[src/rtl/txstat_pkg.sv]
package txstat_pkg;

    typedef enum logic [1:0] {
        ST_IDLE,
        ST_PREAMBLE,
        ST_WINDOW,
        ST_TAIL
    } tx_phase_e;

    // Bit 7 down to bit 0 of the status word.
    typedef struct packed {
        logic deferred;
        logic no_carrier;
        logic carrier_lost;
        logic excess_col;
        logic late_col;
        logic underrun;
        logic len_mismatch;
        logic sent_ok;
    } tx_flags_t;

endpackage

[src/rtl/txstat_phase_fsm.sv]
module txstat_phase_fsm
    import txstat_pkg::*;
(
    input  logic      clk,
    input  logic      rst_n,
    input  logic      pre_start,
    input  logic      sfd_start,
    input  logic      last_byte,
    input  logic      frame_done,
    output tx_phase_e phase,
    output logic      active,
    output logic      new_frame,
    output logic      attempt_start,
    output logic      sfd_seen,
    output logic      in_window,
    output logic      frame_end
);

    tx_phase_e phase_q, phase_d;

    // State register.
    always_ff @(posedge clk) begin
        if (!rst_n) phase_q <= ST_IDLE;
        else        phase_q <= phase_d;
    end

    // Next-state logic. Frame done wins over a retry, a retry wins over progress.
    always_comb begin
        phase_d = phase_q;
        unique case (phase_q)
            ST_IDLE: begin
                if (pre_start) phase_d = ST_PREAMBLE;
            end
            ST_PREAMBLE: begin
                if (frame_done)     phase_d = ST_IDLE;
                else if (pre_start) phase_d = ST_PREAMBLE;
                else if (sfd_start) phase_d = ST_WINDOW;
            end
            ST_WINDOW: begin
                if (frame_done)     phase_d = ST_IDLE;
                else if (pre_start) phase_d = ST_PREAMBLE;
                else if (last_byte) phase_d = ST_TAIL;
            end
            ST_TAIL: begin
                if (frame_done)     phase_d = ST_IDLE;
                else if (pre_start) phase_d = ST_PREAMBLE;
            end
            default: phase_d = ST_IDLE;
        endcase
    end

    // Decoded outputs.
    always_comb begin
        phase         = phase_q;
        active        = (phase_q != ST_IDLE);
        new_frame     = (phase_q == ST_IDLE) && pre_start;
        attempt_start = pre_start && ((phase_q == ST_IDLE) || !frame_done);
        sfd_seen      = (phase_q == ST_PREAMBLE) && sfd_start && !frame_done && !pre_start;
        in_window     = (phase_q == ST_WINDOW);
        frame_end     = (phase_q != ST_IDLE) && frame_done;
    end

    // leaving idle only goes to the preamble state.
    p_idle_exit_r11: assert property (@(posedge clk) disable iff (!rst_n)
        (phase_q == ST_IDLE) |=> (phase_q == ST_IDLE || phase_q == ST_PREAMBLE));

    // the delimiter strobe opens the carrier window on the next cycle.
    p_sfd_opens_window_r3: assert property (@(posedge clk) disable iff (!rst_n)
        sfd_seen |=> (phase_q == ST_WINDOW));

    // frame end always returns to idle.
    p_end_to_idle_r11: assert property (@(posedge clk) disable iff (!rst_n)
        frame_end |=> (phase_q == ST_IDLE));

endmodule

[src/rtl/txstat_bitclock.sv]
module txstat_bitclock #(
    parameter int SLOT_BITS = 512
) (
    input  logic clk,
    input  logic rst_n,
    input  logic bit_tick,
    input  logic use_sfd,
    input  logic ref_pre,
    input  logic ref_sfd,
    input  logic stop,
    output logic past_slot
);

    localparam int              CNT_W  = $clog2(SLOT_BITS + 1);
    localparam logic [CNT_W-1:0] SLOT_V = CNT_W'(SLOT_BITS);

    logic [CNT_W-1:0] cnt_q;
    logic             run_q;
    logic             ref_hit;

    assign ref_hit = use_sfd ? ref_sfd : ref_pre;

    always_ff @(posedge clk) begin
        if (!rst_n) begin
            cnt_q <= '0;
            run_q <= 1'b0;
        end else if (stop) begin
            cnt_q <= '0;
            run_q <= 1'b0;
        end else if (ref_hit) begin
            cnt_q <= '0;
            run_q <= 1'b1;
        end else if (use_sfd && ref_pre) begin
            cnt_q <= '0;
            run_q <= 1'b0;
        end else if (run_q && bit_tick && (cnt_q < SLOT_V)) begin
            cnt_q <= cnt_q + 1'b1;
        end
    end

    assign past_slot = run_q && (cnt_q >= SLOT_V);

    // once past the slot, it stays past until a new reference or the end of the frame.
    p_slot_sticky_r6: assert property (@(posedge clk) disable iff (!rst_n)
        (past_slot && !stop && !ref_pre && !ref_sfd) |=> past_slot);

    // a reference point restarts the count below the slot.
    p_ref_restarts_r6: assert property (@(posedge clk) disable iff (!rst_n)
        (ref_hit && !stop) |=> !past_slot);

endmodule

[src/rtl/txstat_lencheck.sv]
module txstat_lencheck #(
    parameter int LEN_W     = 16,
    parameter int MAX_FRAGS = 16
) (
    input  logic             clk,
    input  logic             rst_n,
    input  logic             clear,
    input  logic             active,
    input  logic             frag_valid,
    input  logic             frag_last,
    input  logic [LEN_W-1:0] frag_len,
    input  logic [LEN_W-1:0] pkt_len,
    output logic             mismatch
);

    localparam int SUM_W = LEN_W + $clog2(MAX_FRAGS + 1);

    logic [SUM_W-1:0] sum_q;
    logic [SUM_W-1:0] sum_next;

    assign sum_next = sum_q + SUM_W'(frag_len);
    assign mismatch = active && frag_valid && frag_last && (sum_next != SUM_W'(pkt_len));

    always_ff @(posedge clk) begin
        if (!rst_n) begin
            sum_q <= '0;
        end else if (clear) begin
            sum_q <= '0;
        end else if (active && frag_valid) begin
            sum_q <= frag_last ? '0 : sum_next;
        end
    end

    // a new frame starts the running sum from zero.
    p_sum_cleared_r8: assert property (@(posedge clk) disable iff (!rst_n)
        clear |=> (sum_q == '0));

endmodule

[src/rtl/txstat_tracker.sv]
module txstat_tracker
    import txstat_pkg::*;
#(
    parameter int LEN_W     = 16,
    parameter int SLOT_BITS = 512,
    parameter int COL_LIMIT = 16,
    parameter int COLCNT_W  = 5,
    parameter int MAX_FRAGS = 16
) (
    input  logic                clk,
    input  logic                rst_n,
    input  logic                bit_tick,
    input  logic                pre_start,
    input  logic                sfd_start,
    input  logic                last_byte,
    input  logic                frame_done,
    input  logic                crs,
    input  logic                col_evt,
    input  logic [COLCNT_W-1:0] col_count,
    input  logic                attempt_deferred,
    input  logic                exd_evt,
    input  logic                underrun,
    input  logic [LEN_W-1:0]    pkt_len,
    input  logic                frag_valid,
    input  logic                frag_last,
    input  logic [LEN_W-1:0]    frag_len,
    input  logic                late_ref_sfd,
    input  logic                loopback,
    input  logic                stat_ack,
    output logic [7:0]          status,
    output logic                stat_valid,
    output logic                abort_req
);

    localparam logic [COLCNT_W-1:0] COL_LIM_V = COLCNT_W'(COL_LIMIT);

    tx_phase_e phase;
    logic      active, new_frame, attempt_start, sfd_seen, in_window, frame_end;
    logic      past_slot, len_bad;
    tx_flags_t flags_q;
    logic      exd_q;
    logic      valid_q;
    logic      fatal;

    txstat_phase_fsm u_fsm (
        .clk          (clk),
        .rst_n        (rst_n),
        .pre_start    (pre_start),
        .sfd_start    (sfd_start),
        .last_byte    (last_byte),
        .frame_done   (frame_done),
        .phase        (phase),
        .active       (active),
        .new_frame    (new_frame),
        .attempt_start(attempt_start),
        .sfd_seen     (sfd_seen),
        .in_window    (in_window),
        .frame_end    (frame_end)
    );

    txstat_bitclock #(.SLOT_BITS(SLOT_BITS)) u_bitclk (
        .clk      (clk),
        .rst_n    (rst_n),
        .bit_tick (bit_tick),
        .use_sfd  (late_ref_sfd),
        .ref_pre  (attempt_start),
        .ref_sfd  (sfd_seen),
        .stop     (frame_end),
        .past_slot(past_slot)
    );

    txstat_lencheck #(.LEN_W(LEN_W), .MAX_FRAGS(MAX_FRAGS)) u_len (
        .clk       (clk),
        .rst_n     (rst_n),
        .clear     (new_frame),
        .active    (active),
        .frag_valid(frag_valid),
        .frag_last (frag_last),
        .frag_len  (frag_len),
        .pkt_len   (pkt_len),
        .mismatch  (len_bad)
    );

    assign fatal = flags_q.excess_col | flags_q.underrun | flags_q.len_mismatch;

    always_ff @(posedge clk) begin
        if (!rst_n) begin
            flags_q <= '0;
            exd_q   <= 1'b0;
            valid_q <= 1'b0;
        end else begin
            valid_q <= frame_end;
            if (new_frame) begin
                flags_q              <= '0;
                flags_q.no_carrier   <= 1'b1;
                flags_q.carrier_lost <= loopback;
                flags_q.deferred     <= attempt_deferred;
                exd_q                <= 1'b0;
            end else begin
                if (active) begin
                    if (in_window) begin
                        if (crs) flags_q.no_carrier   <= 1'b0;
                        else     flags_q.carrier_lost <= 1'b1;
                    end
                    if (loopback) flags_q.carrier_lost <= 1'b1;
                    if (col_evt) begin
                        flags_q.deferred <= 1'b0;
                        if (past_slot) flags_q.late_col <= 1'b1;
                    end
                    if (col_count >= COL_LIM_V) begin
                        flags_q.excess_col   <= 1'b1;
                        flags_q.len_mismatch <= 1'b1;
                    end
                    if (underrun) flags_q.underrun     <= 1'b1;
                    if (len_bad)  flags_q.len_mismatch <= 1'b1;
                    if (exd_evt)  exd_q                <= 1'b1;
                end
                if (frame_end) flags_q.sent_ok <= !(fatal | exd_q);
                if (stat_ack) begin
                    flags_q.deferred <= 1'b0;
                    flags_q.late_col <= 1'b0;
                end
            end
        end
    end

    assign status     = flags_q;
    assign stat_valid = valid_q;
    assign abort_req  = active && fatal;

    // a new frame shows no carrier and no sent OK on the next cycle.
    p_new_frame_r2: assert property (@(posedge clk) disable iff (!rst_n)
        new_frame |=> (flags_q.no_carrier && !flags_q.sent_ok));

    // carrier seen in the window clears no-carrier on the next cycle.
    p_carrier_seen_r4: assert property (@(posedge clk) disable iff (!rst_n)
        (in_window && crs) |=> !flags_q.no_carrier);

    // excessive collisions always come with the mismatch flag.
    p_exc_forces_bcm_r5: assert property (@(posedge clk) disable iff (!rst_n)
        flags_q.excess_col |-> flags_q.len_mismatch);

    // a fatal flag at frame end means no sent OK.
    p_no_ok_on_fatal_r10: assert property (@(posedge clk) disable iff (!rst_n)
        (frame_end && fatal) |=> !flags_q.sent_ok);

    // the valid pulse lasts one cycle.
    p_valid_pulse_r11: assert property (@(posedge clk) disable iff (!rst_n)
        stat_valid |=> !stat_valid);

    // an abort request is held until the frame ends.
    p_abort_hold_r13: assert property (@(posedge clk) disable iff (!rst_n)
        (abort_req && !frame_end) |=> abort_req);

    // there is no abort request in idle.
    p_abort_idle_r13: assert property (@(posedge clk) disable iff (!rst_n)
        (phase == ST_IDLE) |-> !abort_req);

endmodule

[config.mk]
export PLATFORM = sky130hd
export DESIGN_NAME = txstat_tracker
export DESIGN_NICKNAME = d
export VERILOG_FILES = /design/src/rtl/txstat_pkg.sv /design/src/rtl/txstat_phase_fsm.sv /design/src/rtl/txstat_bitclock.sv /design/src/rtl/txstat_lencheck.sv /design/src/rtl/txstat_tracker.sv
export SDC_FILE = /design/constraint.sdc
export NUM_CORES = 1
export LEC_CHECK = 0
export BUFFER_PORTS_ARGS = -buffer_cell sky130_fd_sc_hd__buf_4
export CAP_MARGIN = 15
export CORE_MARGIN = 8
export CORE_UTILIZATION = 30
export CTS_CLUSTER_DIAMETER = 150
export DETAILED_ROUTE_END_ITERATION = 8
export GPL_TIMING_DRIVEN = 0
export HOLD_SLACK_MARGIN = 0.12
export PLACE_DENSITY_LB_ADDON = 0.08
export RECOVER_POWER = 100
export SETUP_SLACK_MARGIN = 0.05
export SLEW_MARGIN = 20
export SYNTH_ARGS = -nofsm -noshare
export SYNTH_HDL_FRONTEND = slang
export SYNTH_SLANG_ARGS = --single-unit
[constraint.sdc]
create_clock -name clk -period 3.9 [get_ports clk]
set_input_delay 0.585 -clock clk [delete_from_list [all_inputs] [get_ports clk]]
set_output_delay 0.585 -clock clk [all_outputs]
set_load 0.01 [all_outputs]
==> metrics.md <==
| Metric | Value |
|---|---|
| Status | `finished clean` |
| Synth Register Bits | `44` |
| Top_reg_cell synth | `dfxtp_1` |
| CP Data Arrival Time | `3450 ps` |
| Synth cell types | `66` |
| Vias in the first global route | `2959` |
| Initial DRC Count | `166` |
| Ys Warns | `0` |
| Sequential element share of the synthesized area | `28.2%` |
| Combinational power share | `approximately a fifth` |
| Row count | `37` |
| Post-Layout Inst Area | `3790 um^2` |
| R2R depth | `10` |
| Post-route DRC violation count | `0` |
| Hold Crit Class | `input port to flop` |
| GPL Wtd Cong | `0.774` |
| CP required | `4080 ps` |
| Core area | `10200 um^2` |
| TritonCTS Sinks | `44` |
| Worst slew pin tran | `691 ps` |
| Vias per cell | `5.03` |
| Post-CTS Resized | `0` |
| Largest cells by area after synthesis | `dfxtp_1 28%, ha_1 7.2%, nor2_1 6.1%` |
| Nets | `520` |
| RSZ-0062 raised after global routing | `no` |
| Synth Net Count | `456` |
| Drt total wl | `9.18 mm` |
| Placed Instance Area | `3720 um^2` |
| CTS Buffer Depth | `2` |
| Post-synthesis mux area share | `0.321%` |
| Antenna violations before repair | `0` |
| Period utilization | `83.9%` |
| Net Sw Power | `295 uW` |
| Final Hold Violating Endpoints | `0` |
| Dpl hpwl | `a little under 7 mm` |
| Initial core utilization | `30.5%` |
| Worst vdd ir | `0.181 mV` |
| Post-synth top area share | `28.2%` |
| Port bufs | `57` |
| Number of synthesized flops with an enable pin | `0` |
| Ports | `between 60 and 70` |
| Avg Inst Size Synth | `roughly 8 um^2` |
| DP Cell Count | `576` |
| Hold path cells | `2` |
| Sw Ratio | `26.7%` |
| Synth-to-Final Area Change | `21.4%` |
| Largest net degree at the start of global routing | `14` |
| Setup-failing EPs final | `0` |
| Hold-fix buffer count after cts | `0` |
| XOR/XNOR Fraction of Synth Area | `12.2%` |
| Die Span Y | `118 um` |
| Adder-Cell Fraction of Synth Area | `7.85%` |
| Worst skew pair latency | `around 300 ps` |
| First-pass GRT wire length | `15.4 mm` |
| Critical path startpoint category | `input port` |
| Final max-slew violation count | `0` |
| Power Dens Cells | `roughly 290 nW/um^2` |
| Non-Filler Instances | `roughly 600` |
| Drt pass-1 iters | `5` |
| Top-count cell post-synth | `nor2_1` |
| Htree depth | `2` |
| Worst-path fanout max | `7` |
| Largest family of logic cells by synthesized area | `compound AO/OA/AOI/OAI gates` |
| Cell internal pwr | `just over 800 uW` |
| Max Freq | `0.306 GHz` |
| Mapped Area | `3120 um^2` |
| Synth Instances | `383` |
| Root buffer selected by CTS | `clkbuf_8` |
| Max_slew headroom | `54.0%` |
| LEAKAGE | `0.00152 uW` |
| Final Skew | `4.45 ps` |
| Ys async rst share | `0%` |
| Share of cells above drive strength 1 | `16.1%` |
| Most frequent cells after synthesis | `51 x nor2_1, 44 x dfxtp_1, 35 x a21oi_1` |
| Post-synthesis compound-gate area fraction | `between 20% and 30%` |
| Final ANT Viol Nets | `0` |
| Die area | `approximately 14000 um^2` |
| Die width | `~120 um` |
| Fin crit period | `3270 ps` |
| Finished Core Util | `between 30 and 40%` |
| Vias | `2931` |
| Max Cap Viol | `0` |
| Num CTS Buffers | `5` |
| Reg clk slew, reported paths | `90 ps` |
| # diodes | `0` |
| Kind of capture point of the worst setup path | `flop` |
| Setup TNS | `0 ps` |
| Sequential fraction of design power | `42.0%` |
| WL/cell | `15.8 um` |
| Yosys top cell by area | `dfxtp_1` |
| Setup bufs post-CTS | `0` |
| Overflow after GRT | `0` |
| Total track usage | `13.4%` |
| Clk pwr share | `38.5%` |
| Synth Area in Simple Gates | `a little under a quarter` |
| Setup CP Type | `input port to flop` |
| TritonCTS clock tree | `yes` |
-- stage by stage --
| stage | power, uW | worst slack [ps] | hold slack, ps |
|---|---|---|---|
| after floorplan | 607 | 982 | 428 |
| after CTS | 1130 | 872 | 438 |
| after global routing | 1170 | 398 | 443 |
| after detailed placement | 696 | 547 | 445 |
| after global placement | 696 | 562 | 441 |
| final | 1100 | 629 | 450 |
-- power by group through the flow --
stage / Clock (uW) / Combinational (uW) / Sequential [uW]
after global placement: 0 / 222 / 474
after detailed placement: 0 / 221 / 475
after CTS: 443 / 222 / 464
after global routing: 461 / 240 / 465
final: 425 / 215 / 464
after floorplan: 0 / 131 / 475
-- layer usage --
metal / routed length (um) / share of wire (%) / track usage, % / vias up
li1: - / - / - / 1521
met1: 4570 / 50 / 18.6 / 1335
met2: 4040 / 44 / 20.6 / 70
met3: 486 / 5.3 / 2.97 / 5
met4: 85 / 0.93 / 3.12 / 0
met5: 0 / 0 / 0 / -
-- cell families (layout without fill, tap and decap cells) --
family	Yosys count	in the layout
mux	1	1
xor+xnor	37	37
buf+inv	29	93
fa+ha+maj	19	19
simple gates	145	145
compound gates	108	108
flops	44	44
-- final timing paths --
check              end            from  slack (ps)
max          status[1]     frag_len[0]         630
max reg2reg  status[1]  u_len.sum_q[0]         710
min          status[3]        stat_ack         450
min reg2reg  status[5]       status[5]         450
-- layout make-up --
cell class,instances,area (um^2)
buffer,23,92.6
clock buffer,5,68.8
clock inverter,2,60.1
fill,1111,6440
inverter,6,22.5
multi-input combinational,310,2110
sequential,44,881
tap,136,170
timing repair buffer,57,390
-- registers in the layout (all words and copies together) (netlist names) --
register        flops
stat_valid          1
u_fsm.phase         2
u_bitclk.cnt_q     10
u_bitclk.run_q      1
status              8
exd_q               1
u_len.sum_q        21
-- cell usage in the layout (no fill, tap or decap), types with 4 or more instances in the layout --
master	count
xnor2_1	16
buf_2	5
o21ai_0	14
a21oi_1	37
nand2_1	28
dfxtp_1	44
a21o_1	5
nor3_1	8
clkbuf_8	5
ha_1	18
and3_1	6
nand3_1	15
a21boi_0	5
xor2_1	17
a22oi_1	12
buf_4	46
inv_1	6
nor2_1	51
o21a_1	4
nand4_1	9
clkbuf_1	28
-- critical path, cell delays in order --
cell and delay [ps]:
clkbuf_4 110, ha_1 250, fa_1 430, a211oi_1 480
nor3b_4 150, o21ai_2 250, a21oi_1 240, and3_1 280
or3_1 310, a211oi_1 250, a221oi_1 100
(Power assumes the default switching activity.)
